<file path="src/rtl/dma_irq_pkg.sv">
package dma_irq_pkg;
   // Bit positions inside the interrupt word
   localparam int LOW_W      = 6;
   localparam int FORCE_BIT  = 15;
   localparam int ENA_LSB    = 16;
   localparam int MASTER_BIT = 23;
   localparam int FLAG_LSB   = 24;
   localparam int SENT_BIT   = 31;
   localparam int MAX_CH     = 7;

   // Register offsets
   localparam int CH_BASE    = 'h080;
   localparam int CH_STRIDE  = 'h010;
   localparam int CTL_OFS    = 'h008;
   localparam int CHEN_OFS   = 'h0F0;
   localparam int ICR_OFS    = 'h0F4;

   // Control-word start bit and channel-enable nibble stride
   localparam int START_BIT  = 24;
   localparam int CHEN_BIT   = 3;
   localparam int CHEN_STEP  = 4;

   function automatic int ctl_offset(input int ch);
      return CH_BASE + CH_STRIDE * ch + CTL_OFS;
   endfunction
endpackage

</file>
<file path="src/rtl/dma_irq_icr.sv">
module dma_irq_icr
   import dma_irq_pkg::*;
#(
   parameter int NUM_CH = 7
)(
   input  logic              clk,
   input  logic              rst_n,
   input  logic              wr_en,
   input  logic [31:0]       wdata,
   input  logic [NUM_CH-1:0] done,
   output logic [31:0]       icr_q,
   output logic              irq_o
);
   localparam logic [31:0] CH_ONES   = 32'((1 << NUM_CH) - 1);
   localparam logic [31:0] ENA_MASK  = CH_ONES << ENA_LSB;
   localparam logic [31:0] FLAG_MASK = CH_ONES << FLAG_LSB;
   localparam logic [31:0] LOW_MASK  = 32'((1 << LOW_W) - 1);
   localparam logic [31:0] WR_MASK   = ENA_MASK | LOW_MASK |
                                       (32'd1 << FORCE_BIT) | (32'd1 << MASTER_BIT);
   localparam logic [31:0] SENT_MASK = 32'd1 << SENT_BIT;

   logic [31:0]       base;
   logic [31:0]       nxt;
   logic [NUM_CH-1:0] ena;
   logic [NUM_CH-1:0] flg;
   logic              cond;

   always_comb begin
      if (wr_en)
         base = (wdata & WR_MASK) | (icr_q & FLAG_MASK & ~wdata);
      else
         base = icr_q & ~SENT_MASK;
      ena  = base[ENA_LSB +: NUM_CH];
      flg  = base[FLAG_LSB +: NUM_CH] | (done & ena);
      cond = (base[MASTER_BIT] && (|flg)) || base[FORCE_BIT];
      nxt  = base;
      nxt[FLAG_LSB +: NUM_CH] = flg;
      nxt[SENT_BIT]           = cond;
   end

   always_ff @(posedge clk) begin
      if (!rst_n) begin
         icr_q <= '0;
         irq_o <= 1'b0;
      end else begin
         icr_q <= nxt;
         irq_o <= cond && !icr_q[SENT_BIT];
      end
   end
endmodule

</file>
<file path="src/rtl/dma_chan_gate.sv">
module dma_chan_gate
   import dma_irq_pkg::*;
#(
   parameter bit START_REG = 1'b1
)(
   input  logic        clk,
   input  logic        rst_n,
   input  logic        sel,
   input  logic        wr_en,
   input  logic [31:0] wdata,
   input  logic        chan_en,
   output logic [31:0] ctl_q,
   output logic        start_o
);
   logic go;
   assign go = wr_en && sel && wdata[START_BIT] && chan_en;

   always_ff @(posedge clk) begin
      if (!rst_n)
         ctl_q <= '0;
      else if (wr_en && sel)
         ctl_q <= wdata;
   end

   generate
      if (START_REG) begin : g_reg_start
         logic start_q;
         always_ff @(posedge clk) begin
            if (!rst_n) start_q <= 1'b0;
            else        start_q <= go;
         end
         assign start_o = start_q;
      end else begin : g_comb_start
         assign start_o = go;
      end
   endgenerate
endmodule

</file>
<file path="src/rtl/dma_irq_ctl.sv">
module dma_irq_ctl
   import dma_irq_pkg::*;
#(
   parameter int NUM_CH    = 7,
   parameter int ADDR_W    = 12,
   parameter bit START_REG = 1'b1
)(
   input  logic              clk,
   input  logic              rst_n,
   input  logic              wr_en_i,
   input  logic [ADDR_W-1:0] waddr_i,
   input  logic [31:0]       wdata_i,
   input  logic [ADDR_W-1:0] raddr_i,
   output logic [31:0]       rdata_o,
   input  logic [NUM_CH-1:0] done_i,
   output logic              irq_o,
   output logic [NUM_CH-1:0] chan_start_o
);
   localparam int TOP_OFS = ICR_OFS;

   generate
      if (NUM_CH < 1 || NUM_CH > MAX_CH) begin : g_bad_ch
         $error("NUM_CH must lie in 1..7");
      end
      if (ADDR_W < 8 || ADDR_W > 31 || (1 << ADDR_W) <= TOP_OFS) begin : g_bad_aw
         $error("ADDR_W must cover the register offsets");
      end
   endgenerate

   logic [31:0]       icr_q;
   logic [31:0]       en_q;
   logic              wr_icr;
   logic              wr_chen;
   logic [31:0]       ctl_q [NUM_CH];

   assign wr_icr  = wr_en_i && (32'(waddr_i) == ICR_OFS);
   assign wr_chen = wr_en_i && (32'(waddr_i) == CHEN_OFS);

   always_ff @(posedge clk) begin
      if (!rst_n)       en_q <= '0;
      else if (wr_chen) en_q <= wdata_i;
   end

   dma_irq_icr #(.NUM_CH(NUM_CH)) icr_i (
      .clk   (clk),
      .rst_n (rst_n),
      .wr_en (wr_icr),
      .wdata (wdata_i),
      .done  (done_i),
      .icr_q (icr_q),
      .irq_o (irq_o)
   );

   generate
      for (genvar n = 0; n < NUM_CH; n++) begin : g_ch
         localparam int MY_OFS = ctl_offset(n);
         logic sel;
         assign sel = (32'(waddr_i) == MY_OFS);
         dma_chan_gate #(.START_REG(START_REG)) gate_i (
            .clk     (clk),
            .rst_n   (rst_n),
            .sel     (sel),
            .wr_en   (wr_en_i),
            .wdata   (wdata_i),
            .chan_en (en_q[CHEN_BIT + CHEN_STEP * n]),
            .ctl_q   (ctl_q[n]),
            .start_o (chan_start_o[n])
         );
      end
   endgenerate

   always_comb begin
      rdata_o = '0;
      if (32'(raddr_i) == ICR_OFS)  rdata_o = icr_q;
      if (32'(raddr_i) == CHEN_OFS) rdata_o = en_q;
      for (int n = 0; n < NUM_CH; n++) begin
         if (32'(raddr_i) == ctl_offset(n)) rdata_o = ctl_q[n];
      end
   end
endmodule

</file>
<file path="config.mk">
export PLATFORM = sky130hd
export DESIGN_NAME = dma_irq_ctl
export DESIGN_NICKNAME = d
export VERILOG_FILES = /design/src/rtl/dma_irq_pkg.sv /design/src/rtl/dma_irq_icr.sv /design/src/rtl/dma_chan_gate.sv /design/src/rtl/dma_irq_ctl.sv
export SDC_FILE = /design/constraint.sdc
export NUM_CORES = 1
export LEC_CHECK = 0
export BUFFER_PORTS_ARGS = -buffer_cell sky130_fd_sc_hd__buf_2
export CAP_MARGIN = 20
export CORE_MARGIN = 10
export CORE_UTILIZATION = 24
export CTS_BUF_LIST = sky130_fd_sc_hd__clkbuf_2
export DETAILED_ROUTE_END_ITERATION = 7
export MAX_ROUTING_LAYER = met4
export PLACE_DENSITY_LB_ADDON = 0.3
export SETUP_SLACK_MARGIN = 0.15
export SLEW_MARGIN = 0
export SYNTH_ARGS = -nofsm -noshare
export SYNTH_HDL_FRONTEND = slang
export SYNTH_SLANG_ARGS = --single-unit
export TNS_END_PERCENT = 1
</file>
<file path="constraint.sdc">
create_clock -name clk -period 4 [get_ports clk]
set_input_delay 0.4 -clock clk [delete_from_list [all_inputs] [get_ports clk]]
set_output_delay 0.4 -clock clk [all_outputs]
set_load 0.05 [all_outputs]
</file>
## After elaboration in Yosys (flattened, before gate mapping)

Cells that the tools add are included.

| word-level totals | value |
|---|---|
| bits in registers | 296 |
| bits of input ports | 66 |
| output and inout port bits | 40 |
| logic and storage cells | 79 |

| cells by class | value |
|---|---|
| equal/unequal tests | 18 |
| mux-type cells | 10 |
| bitwise operators | 5 |
| reduce and logical (&&, ||, !) cells | 28 |

Operators with widths:

| kind | number |
|---|---|
| $mux W32 | 9 |
| $eq A12 B8 Y1 const B | 18 |
| $and A31 B31 Y31 | 1 |
| $mux W31 | 1 |
| $not A31 Y31 | 1 |
| $or A24 B31 Y31 | 1 |
| $logic_and A1 B1 Y1 | 25 |
| $and A7 B7 Y7 | 1 |
| $or A7 B7 Y7 | 1 |
| $reduce_or A7 Y1 | 1 |
| $logic_not A1 Y1 | 1 |
| $logic_or A1 B1 Y1 | 1 |

## Depth between registers and ports, before layout

Gate-level depths: netlist of run 1.

| depth | value |
|---|---|
| depth after elaboration | 10 |
| depth in mapped cells | 9 |

## By module

Synthesis of run 1 repeated with hierarchy kept, for this count alone.

| unflattened totals | value |
|---|---|
| cell total of the unflattened synthesis | 1,739 |
| area, all modules | 15,119.5 sq um |

By module, submodules not included:

| module | times used | cells each | area an instance (sq um) | seq. area each (sq um) |
|---|---|---|---|---|
| dma_chan_gate | 7 | 149 | 1,413.9 | 660.6 |
| dma_irq_ctl | 1 | 587 | 4,078.9 | 640.6 |
| dma_irq_icr | 1 | 109 | 1,143.6 | 480.5 |

## Worst setup path before layout of run 1

OpenSTA, ideal clock, no wires.

| timing path | value |
|---|---|
| kind | input to output |
| start point | input raddr_i[2] |
| end point | output rdata_o[31] |
| arrival time | 2.797 ns |
| required time | 3.600 ns |
| path slack | 0.803 ns |
| cell stages on the path | 6 |
| cells stage by stage | buf_6 > or4b_4 > buf_6 > nor4_4 > a22oi_1 > o21ai_0 |

| on the way | value |
|---|---|
| word-level cells in the longest chain between the ends | 10 |
| elaborated cells between the ends (all ways) | 18 |
| classes of those cells | 9 x eq/ne; 9 x mux |

RTL lines:

| what | RTL line | RTL |
|---|---|---|
| start: declaration | dma_irq_ctl.sv:13 | `input logic [ADDR_W-1:0] raddr_i,` |
| $eq A12 B8 Y1 | dma_irq_ctl.sv:74 | `if (32'(raddr_i) == ICR_OFS) rdata_o = icr_q;` |
| $mux W32 | dma_irq_ctl.sv:74 |  |
| $mux W32 | dma_irq_ctl.sv:75 | `if (32'(raddr_i) == CHEN_OFS) rdata_o = en_q;` |
| $mux W32 (6 in series) | dma_irq_ctl.sv:77 | `if (32'(raddr_i) == ctl_offset(n)) rdata_o = ctl_q[n];` |
| $mux W32 * | dma_irq_ctl.sv:77 |  |
| end: declaration | dma_irq_ctl.sv:14 | `output logic [31:0] rdata_o,` |

Every way passes the cells marked *; elsewhere a longest branch is shown, timed or not.

## Worst setup path in the final report of run 1

| timing path | value |
|---|---|
| start point | input raddr_i[9] |
| end point | output rdata_o[31] |

The elaborated chain is that of the path after synthesis.

==> results of run 1 <==
==> logic make-up (layout without fill, tap and decap cells) <==
group	after synthesis	count (layout)	share of synthesized area, %
DFF	287	287	45.91
and+or+nand+nor	604	604	22.77
buffers and inverters	158	328	5.348
muxes	36	36	3.599
AOI/OAI and AO/OA	481	481	22.37
other	0	3	0
==> synthesized netlist by cell type, drive strengths merged, types with 2 or more instances <==
| cell type | n |
|---|---|
| dfxtp | 287 |
| o21ai | 249 |
| nand2 | 247 |
| nand3 | 215 |
| a21oi | 121 |
| clkbuf | 91 |
| buf | 53 |
| nor2 | 52 |
| a22oi | 27 |
| mux2i | 27 |
| nor2b | 20 |
| o22ai | 20 |
| nor3 | 15 |
| inv | 14 |
| o2bb2ai | 14 |
| o221ai | 13 |
| nand2b | 8 |
| nor4 | 8 |
| a211oi | 7 |
| a222oi | 7 |
| mux4 | 7 |
| and3 | 6 |
| o211ai | 6 |
| or3 | 6 |
| a221o | 4 |
| and2 | 4 |
| nand4 | 4 |
| a221oi | 3 |
| nand4b | 3 |
| nor4b | 3 |
| or2 | 3 |
| and4 | 2 |
| mux2 | 2 |
| nand3b | 2 |
| o2111ai | 2 |
==> power groups by stage <==
stage / Clock (mW) / Combinational [mW] / Sequential [mW]
global route: 2.10 / 0.364 / 2.86
global placement: 0 / 0.296 / 2.92
detailed placement: 0 / 0.299 / 2.92
floorplan: 0 / 0.160 / 2.92
CTS: 1.97 / 0.336 / 2.86
finish: 1.89 / 0.340 / 2.86
==> sequential cells by signal, indices dropped and copies added, names as in the netlist <==
signal	cells
g_ch.gate_i.start_o	7
icr_i.irq_o	1
g_ch.gate_i.ctl_q	224
en_q	32
icr_i.icr_q	23
==> per-layer routing <==
layer  track usage, %  up-vias
li1                 -     5870
met3            2.774       68
met1            18.81     5803
met4            5.400        0
met5                -        -
met2            24.08      413
==> cells in the final DEF, fill, tap and decap left out, drive strengths merged, types with 11 or more instances in the layout <==
master       instances
inv                 15
clkbuf             107
dfxtp              287
nand3              215
o21ai              249
nor3                15
nor2b               20
mux2i               27
clkinv              11
buf                145
dlygate4sd3         50
nand2              247
nor2                52
o2bb2ai             14
o221ai              13
a21oi              121
o22ai               20
a22oi               27
==> through the flow <==
stage | instances | area [um^2] | utilization [%]
after global routing | 2418 | 15020 | 29.16
after global placement | 2247 | 13930 | 27.05
after CTS | 2416 | 15010 | 29.15
after floorplan | 1566 | 12520 | -
after detailed placement | 2247 | 13930 | 27.05
final | 2419 | 15020 | 29.16
==> worst min path at each step <==
stage               startpoint                endpoint  slack [ns]  cells past startpoint
6_report            waddr_i[8]  g_ch[5].gate_i.start_o        0.15                      5
5_1_grt             waddr_i[8]  g_ch[5].gate_i.start_o        0.13                      5
4_1_cts             waddr_i[9]  g_ch[5].gate_i.start_o        0.04                      5
3_5_place_dp          en_q[25]                en_q[25]        0.45                      2
3_3_place_gp          en_q[17]                en_q[17]        0.44                      2
2_1_floorplan  icr_i.icr_q[31]             icr_i.irq_o        0.40                      1
==> worst max-delay path, cell delays in order <==
cell	delay [ns]
buf_2	0.11
nor4_1	0.60
buf_4	0.24
nand3_1	0.22
nor3_4	0.77
a22oi_1	0.22
o21ai_0	0.23
buf_2	0.36
==> area by class of cell <==
| cell class | count | area [um^2] | area share, % |
|---|---|---|---|
| multi-input cells | 1121 | 6125 | 40.77 |
| well taps | 680 | 850.8 | 5.664 |
| clock inverters | 12 | 45.04 | 0.2999 |
| repair buffers | 195 | 1660 | 11.05 |
| diodes | 3 | 7.507 | 0.04998 |
| clock buffers | 107 | 535.5 | 3.565 |
| inverters | 14 | 52.55 | 0.3498 |
| flip-flops and latches | 287 | 5746 | 38.25 |
==> what timing repair did <==
item / in CTS / in global routing
gates resized for setup: 0 / 0
endpoints found under the hold margin: 285 / 0
hold buffers: 50 / 0
==> impl_metrics.json, run 1 <==
{
  "tritoncts": "yes",
  "yosysUniqueCellTypes": 62,
  "crit_start": "raddr_i[9]",
  "setup_violations": 0,
  "p_comb_share_pct": 6.7,
  "grt_antenna_before_repair": 2,
  "wl_met1_um": 20590,
  "place_congestion": 0.8379,
  "post_drt_wl_per_cell_um": 19.19,
  "tightest_slew_ns": 0.9187,
  "hold_path_class": "primary input to flip-flop",
  "cts-root-buf": "clkbuf_2",
  "netSwitchingFraction_pct": 28.04,
  "grt_overflow_total": 0,
  "clockPowerShare_pct": 37.2,
  "track_usage_pct": 15.09,
  "powerDensity_nw_per_um2": 338.4,
  "htree_levels": 3,
  "holdWs_ns": 0.1451,
  "dr.pass1.iters": 8,
  "ys_seq_area_share_pct": 45.91,
  "fin_crit_sh_pct": 88.84,
  "synth-edff-count": 0,
  "start_util_pct": 24.30,
  "syn_area_um2": 12520,
  "insertion_delay_ns": 0.95,
  "grt_pass1_vias": 11470,
  "maxCapViolations": 0,
  "crit_path_max_fanout": 14,
  "grt_pass1_wl_um": 69980,
  "synth-seq-cells": 287,
  "cts.sinks": 287,
  "hold_violations": 0,
  "grt_max_degree": 114,
  "period_needed_ns": 3.554,
  "dieHeight_um": 248.4,
  "status": "complete, but fails checks",
  "rsz0062_at_grt": "false",
  "post_cts_buffers": 0,
  "cp-start-kind": "primary input",
  "num_vias": 12150,
  "ioPinCount": 106,
  "top_layer": "met4",
  "rrSetupSlack_ns": 2.51,
  "ys.flop_type": "dfxtp_1",
  "violations": "design-rule violations",
  "routed_wirelength_um": 46420,
  "p_switching_mw": 1.426,
  "slew_viol_final": 0,
  "synthDominantCellAreaShare_pct": 45.91,
  "setup_ws_ns": 0.4464,
  "syn_nets": 1632,
  "fin_nets": 1758,
  "critPathKind": "primary input to output pin",
  "viasPerCell": 5.024,
  "yosysTopAreaCell": "dfxtp_1",
  "cp-end-kind": "output pin",
  "setup.worst_path.end": "rdata_o[31]",
  "core-area_um2": 51510,
  "internal_power_mw": 3.658,
  "drive_gt1_share_pct": 16.88,
  "drt_iter0_drc": 991,
  "place_ws_ns": 0.4149,
  "area_growth_syn_to_layout_pct": 20.02,
  "routed-wl-met3_um": 3054,
  "r2r_start": "icr_i.icr_q[24]",
  "ant_nets": 0,
  "async_reset_ff_share_pct": 0,
  "fp.dieW_um": 248.4,
  "fillers": 5608,
  "numCtsBuffers": 73,
  "avgSynthCellArea_um2": 7.992,
  "path_clk_slew_ns": 0.10,
  "ys_warn_count": 0,
  "dieArea_um2": 61680,
  "synth_area_leaders": "dfxtp_1 46%, o21ai_0 9.9%, nand3_1 8.6%",
  "slew_headroom_pct": 38.75,
  "tns_ns": 0,
  "reg2reg_depth": 6,
  "r2r-end": "icr_i.irq_o",
  "clock.fmax_ghz": 0.2814,
  "crit_required_ns": 3.60,
  "peakVddDrop_v": 0.0001339,
  "p_leak_nw": 5.295,
  "core.rowCount": 83,
  "p_total_mw": 5.084,
  "fin_skew_ns": 0.05553,
  "drcViolationCount": 3,
  "arrival_ns": 3.15,
  "synth_cells": 1566,
  "portBuffers": 105,
  "hpwl_um": 30740,
  "p_seq_share_pct": 56.2,
  "cts_buffer_depth": 3,
  "wl_met2_um": 21890
}
No activity file was read; power rests on OpenSTA's default activity.
==> inputs of run 2 (changes only) <==
- CELL_PAD_IN_SITES_DETAIL_PLACEMENT: unset -> 1
- CELL_PAD_IN_SITES_GLOBAL_PLACEMENT: unset -> 2
- SETUP_SLACK_MARGIN: 0.15 -> 0.05
==> run 2 against run 1 <==
Sequential share of layout area shrank 0.12 points. Core utilization increased by 0.092 points. Critical path depth increased by 1. Combinational power rose by 5%. Largest cell class unchanged. Setup slack better by 0.14 ns. Clock skew fell by 0.0087 ns. The flow now finishes without violations. Design area increased by 0.32%. Fmax grew 4.1%.
==> impl_metrics.json, run 2 (synthesis gave the netlist of run 1 again) <==
{
  "cp-start-kind": "primary input",
  "drcViolationCount": 0,
  "p_switching_mw": 1.593,
  "grt_busiest_layer": "met2",
  "grt_pass1_vias": 12710,
  "maxCapViolations": 0,
  "setup_violations": 0,
  "r2r-end": "icr_i.irq_o",
  "cts.sinks": 287,
  "rrSetupSlack_ns": 2.38,
  "hold_path_class": "primary input to flip-flop",
  "crit_path_cell_trace": "buf_2, nor4bb_1, buf_4, nand4_1, nor2_1, a21oi_1, o21ai_0, buf_4, buf_12",
  "cts-root-buf": "clkbuf_2",
  "dieArea_um2": 61680,
  "htree_levels": 3,
  "p_seq_share_pct": 53.1,
  "period_needed_ns": 3.414,
  "dieHeight_um": 248.4,
  "place_congestion": 0.7821,
  "core.rowCount": 83,
  "num_vias": 12440,
  "hold_path_depth": 4,
  "core-area_um2": 51510,
  "netSwitchingFraction_pct": 29.60,
  "p_comb_share_pct": 6.6,
  "start_util_pct": 24.30,
  "post_cts_buffers": 0,
  "fin_skew_ns": 0.04685,
  "rsz0062_at_grt": "false",
  "tritoncts": "yes",
  "grt_max_degree": 133,
  "internal_power_mw": 3.789,
  "final_common_cell": "dfxtp_1",
  "cts_buffer_depth": 3,
  "arrival_ns": 3.01,
  "drt_iter0_drc": 836,
  "reg2reg_depth": 6,
  "r2r_start": "icr_i.icr_q[24]",
  "hp-start": "wdata_i[13]",
  "status": "completed",
  "fin_nets": 1772,
  "portBuffers": 105,
  "area_growth_syn_to_layout_pct": 20.40,
  "grt_antenna_before_repair": 4,
  "cp-end-kind": "output pin",
  "numCtsBuffers": 81,
  "insertion_delay_ns": 1.05,
  "cpMostUsedCell": "buf_4",
  "met1_usage_pct": 22.53,
  "fp.dieW_um": 248.4,
  "track_usage_pct": 17.73,
  "crit_path_max_fanout": 13,
  "holdWs_ns": 0.1755,
  "final_cell_mix": "287 x dfxtp_1, 247 x o21ai_0, 246 x nand2_1",
  "clockPowerShare_pct": 40.3,
  "clock.fmax_ghz": 0.2929,
  "critPathKind": "primary input to output pin",
  "peakVddDrop_v": 0.0001155,
  "routed_wirelength_um": 53810,
  "tns_ns": 0,
  "hpwl_um": 35230,
  "post_drt_wl_per_cell_um": 21.98,
  "top_regs": "g_ch.gate_i.ctl_q: 224 flops, en_q: 32 flops, icr_i.icr_q: 23 flops",
  "powerDensity_nw_per_um2": 357.2,
  "hold_violations": 0,
  "cpPeakStageDelay_ns": 0.53,
  "min_to": "g_ch[6].gate_i.ctl_q[13]",
  "dr.pass1.iters": 5,
  "largest_reg_flops": 224,
  "drive_gt1_share_pct": 17.40,
  "ant_nets": 0,
  "slew_headroom_pct": 39.56,
  "top_register": "g_ch.gate_i.ctl_q",
  "path_clk_slew_ns": 0.11,
  "tightest_slew_ns": 0.9066,
  "use_met3_pct": 3.106,
  "met2_usage_pct": 27.55,
  "p_leak_nw": 5.382,
  "fin_util_pct": 29.26,
  "grt_overflow_total": 0,
  "ioPinCount": 106,
  "fillers": 6303,
  "slew_viol_final": 0,
  "fin_crit_sh_pct": 85.35,
  "crit_required_ns": 3.60,
  "viasPerCell": 5.083,
  "critical_path.slowest_cell": "nand4_1",
  "grt_pass1_wl_um": 80520
}
run 2: cell types whose count changed in the layout (fill, tap and decap cells not counted), sizes merged:
cell | previous run | this run
buf | 145 | 148
bufinv | 0 | 1
clkbuf | 107 | 113
clkinv | 11 | 22
clkinvlp | 0 | 1
diode | 3 | 4
dlygate4sd3 | 50 | 53
inv | 15 | 18
run 2: final cells by class:
class	instances	area (um^2)	area share [%]
repair buffers	201	1585	10.52
diodes	4	10.01	0.06642
clock inverters	28	136.4	0.9050
multi-input cells	1121	6123	40.63
well taps	680	850.8	5.646
clock buffers	113	565.5	3.753
flip-flops and latches	287	5746	38.13
inverters	14	52.55	0.3487
run 2: worst max-delay path by stage:
stage          startpoint     endpoint  slack, ns
2_1_floorplan  raddr_i[2]  rdata_o[31]       0.80
3_3_place_gp   raddr_i[6]  rdata_o[15]       0.56
3_5_place_dp   raddr_i[6]  rdata_o[15]       0.56
4_1_cts        raddr_i[6]  rdata_o[15]       0.54
5_1_grt        raddr_i[6]  rdata_o[15]       0.42
6_report       raddr_i[6]  rdata_o[15]       0.59
run 2: repair_timing:
action                    CTS  global route
resized for setup           0             0
hold endpoints to repair  285             0
hold buffers               53             0
run 2: power groups by stage:
stage	Combinational, mW	Sequential [mW]	Clock, mW
after floorplan	0.160	2.92	0
after global placement	0.317	2.92	0
after detailed placement	0.320	2.92	0
after CTS	0.356	2.86	2.27
after global routing	0.385	2.86	2.43
final	0.357	2.86	2.17
run 2: metrics by stage:
| step | setup WS, ns | cell area, um^2 | power, mW | std cells |
|---|---|---|---|---|
| finish | 0.5861 | 15070 | 5.382 | 2448 |
| CTS | 0.5417 | 15060 | 5.479 | 2444 |
| global route | 0.4220 | 15070 | 5.669 | 2448 |
| detailed placement | 0.5554 | 13830 | 3.242 | 2250 |
| global placement | 0.5637 | 13830 | 3.239 | 2250 |
| floorplan | 0.8028 | 12520 | 3.082 | 1566 |
run 2: layer usage:
| layer | routed length, um | up-vias |
|---|---|---|
| li1 | - | 5903 |
| met1 | 25180 | 6169 |
| met2 | 24690 | 292 |
| met3 | 2572 | 79 |
| met4 | 1368 | 0 |
| met5 | 0 | - |
run 2: worst max-delay path, delay by kind of cell:
kind	cells	cell delay [ns]
AND/OR/NAND/NOR	3	1.35
buffers and inverters	4	0.79
AO/OA/AOI/OAI	2	0.47
==> inputs of run 3 (changes only) <==
- GPL_TIMING_DRIVEN: unset -> 0
- PLACE_DENSITY_LB_ADDON: 0.3 -> 0.2
- clock period: 4 -> 3.5 ns (I/O delays scaled with it)
==> run 3 against run 2 <==
Flip-flop and latch count unchanged. Die area did not move. Final cell count is 4.6% higher. Critical path type unchanged. Largest cell class unchanged. Highest routed layer unchanged.
==> impl_metrics.json, run 3 (synthesis gave the netlist of run 1 again) <==
{
  "hpwl_um": 47450,
  "hold_path_class": "primary input to flip-flop",
  "hold_violations": 0,
  "p_leak_nw": 5.507,
  "status": "completed",
  "largest_reg_flops": 224,
  "viasPerCell": 5.076,
  "routed-wl-met3_um": 2907,
  "fp.dieW_um": 248.4,
  "crit_required_ns": 3.15,
  "critical_path.slowest_cell": "and4_1",
  "core.rowCount": 83,
  "tightest_slew_ns": 0.9478,
  "fillers": 6298,
  "fin_nets": 1881,
  "drcViolationCount": 0,
  "powerDensity_nw_per_um2": 421.7,
  "fin_crit_sh_pct": 97.54,
  "reg2reg_depth": 6,
  "hold_path_depth": 5,
  "top_register": "g_ch.gate_i.ctl_q",
  "cts-root-buf": "clkbuf_2",
  "ioPinCount": 106,
  "arrival_ns": 3.06,
  "core-area_um2": 51510,
  "maxCapViolations": 0,
  "htree_levels": 3,
  "dr.pass1.iters": 5,
  "slew_viol_final": 0,
  "cts_buffer_depth": 3,
  "drt_iter0_drc": 839,
  "slew_headroom_pct": 36.58,
  "grt_pass1_vias": 13270,
  "holdWs_ns": 0.1200,
  "tritoncts": "yes",
  "post_drt_wl_per_cell_um": 24.13,
  "cp-start-kind": "primary input",
  "crit_buf_inv": 3,
  "critPathKind": "primary input to output pin",
  "rsz0062_at_grt": "false",
  "grt_pass1_wl_um": 88910,
  "cp-end-kind": "output pin",
  "top_layer": "met4",
  "place_ws_ns": -0.2428,
  "numCtsBuffers": 84,
  "dieHeight_um": 248.4,
  "post_cts_buffers": 0,
  "area_growth_syn_to_layout_pct": 22.67,
  "fin_util_pct": 29.81,
  "grt_antenna_before_repair": 2,
  "track_usage_pct": 20.21,
  "wl_met2_um": 28780,
  "insertion_delay_ns": 1.07,
  "fin_skew_ns": 0.08436,
  "path_delay_family": "buffers and inverters",
  "crit_path_max_fanout": 10,
  "wl_met1_um": 28040,
  "num_vias": 13000,
  "setup_violations": 0,
  "dieArea_um2": 61680,
  "final_common_cell": "dfxtp_1",
  "path_clk_slew_ns": 0.09,
  "drive_gt1_share_pct": 16.29,
  "tns_ns": 0,
  "period_needed_ns": 3.414,
  "clock.fmax_ghz": 0.2929,
  "cts.sinks": 287,
  "final_cell_mix": "287 x dfxtp_1, 247 x nand2_1, 247 x o21ai_0",
  "regArea_um2": 5746,
  "cpPeakStageDelay_ns": 0.40,
  "routed_wirelength_um": 61760,
  "portBuffers": 100,
  "grt_overflow_total": 0,
  "grt_max_degree": 13,
  "multi_input_area_um2": 6137,
  "start_util_pct": 24.30,
  "crit_path_cell_trace": "buf_2, and3b_1, and4_1, clkbuf_2, a21oi_1, o2bb2ai_1, nand2_1, a21oi_1, buf_2",
  "peakVddDrop_v": 0.0001942,
  "ant_nets": 0,
  "crit_cells": 9,
  "top_regs": "g_ch.gate_i.ctl_q: 224 flops, en_q: 32 flops, icr_i.icr_q: 23 flops",
  "setup_ws_ns": 0.08617,
  "place_congestion": 0.8347
}
run 3: tightest hold or removal path: stages:
cell	delay (ns)
buf_2	0.07
and4bb_2	0.24
nand3b_1	0.22
nor4_1	0.09
and3_1	0.16
run 3: final timing paths:
| path | slack (ns) | start | to |
|---|---|---|---|
| setup / recovery | 0.09 | raddr_i[4] | rdata_o[16] |
| hold / removal | 0.12 | waddr_i[1] | g_ch[0].gate_i.start_o |
| setup reg to reg | 1.87 | icr_i.icr_q[25] | icr_i.irq_o |
| hold reg to reg | 0.44 | en_q[19] | g_ch[4].gate_i.start_o |
run 3: layout make-up:
class | count | area share, %
diodes | 2 | 0.03260
plain buffers | 144 | 4.115
clock buffers | 124 | 4.042
clock inverters | 25 | 1.190
inverters | 14 | 0.3423
multi-input cells | 1121 | 39.97
flip-flops and latches | 287 | 37.42
well taps | 680 | 5.542
repair buffers | 163 | 7.342
run 3: report_power, final:
part           total (mW)  internal [mW]  switching [mW]
Combinational       0.456          0.130           0.326
Sequential           3.26           3.26        0.000219
Clock                2.76           1.16            1.59
Total                6.47           4.56            1.92
run 3: per-stage QoR:
stage | cell area [um^2] | instances | total power [mW]
2_1_floorplan | 12520 | 1566 | 3.522
3_3_place_gp | 13870 | 2346 | 3.741
3_5_place_dp | 13880 | 2348 | 3.741
4_1_cts | 15320 | 2558 | 6.559
5_1_grt | 15350 | 2559 | 6.776
6_report | 15350 | 2560 | 6.475
run 3: routing by layer:
layer | up-vias | global-route usage [%]
li1 | 6127 | -
met1 | 6406 | 24.92
met2 | 346 | 32.47
met3 | 116 | 3.160
met4 | 0 | 8.341
met5 | - | -
run 3: repair_timing:
item	4_1_cts	5_1_grt
resized for setup	11	8
cloned	0	0
endpoints found under the hold margin	287	0
hold buffers	61	0
setup endpoints to repair	18	15
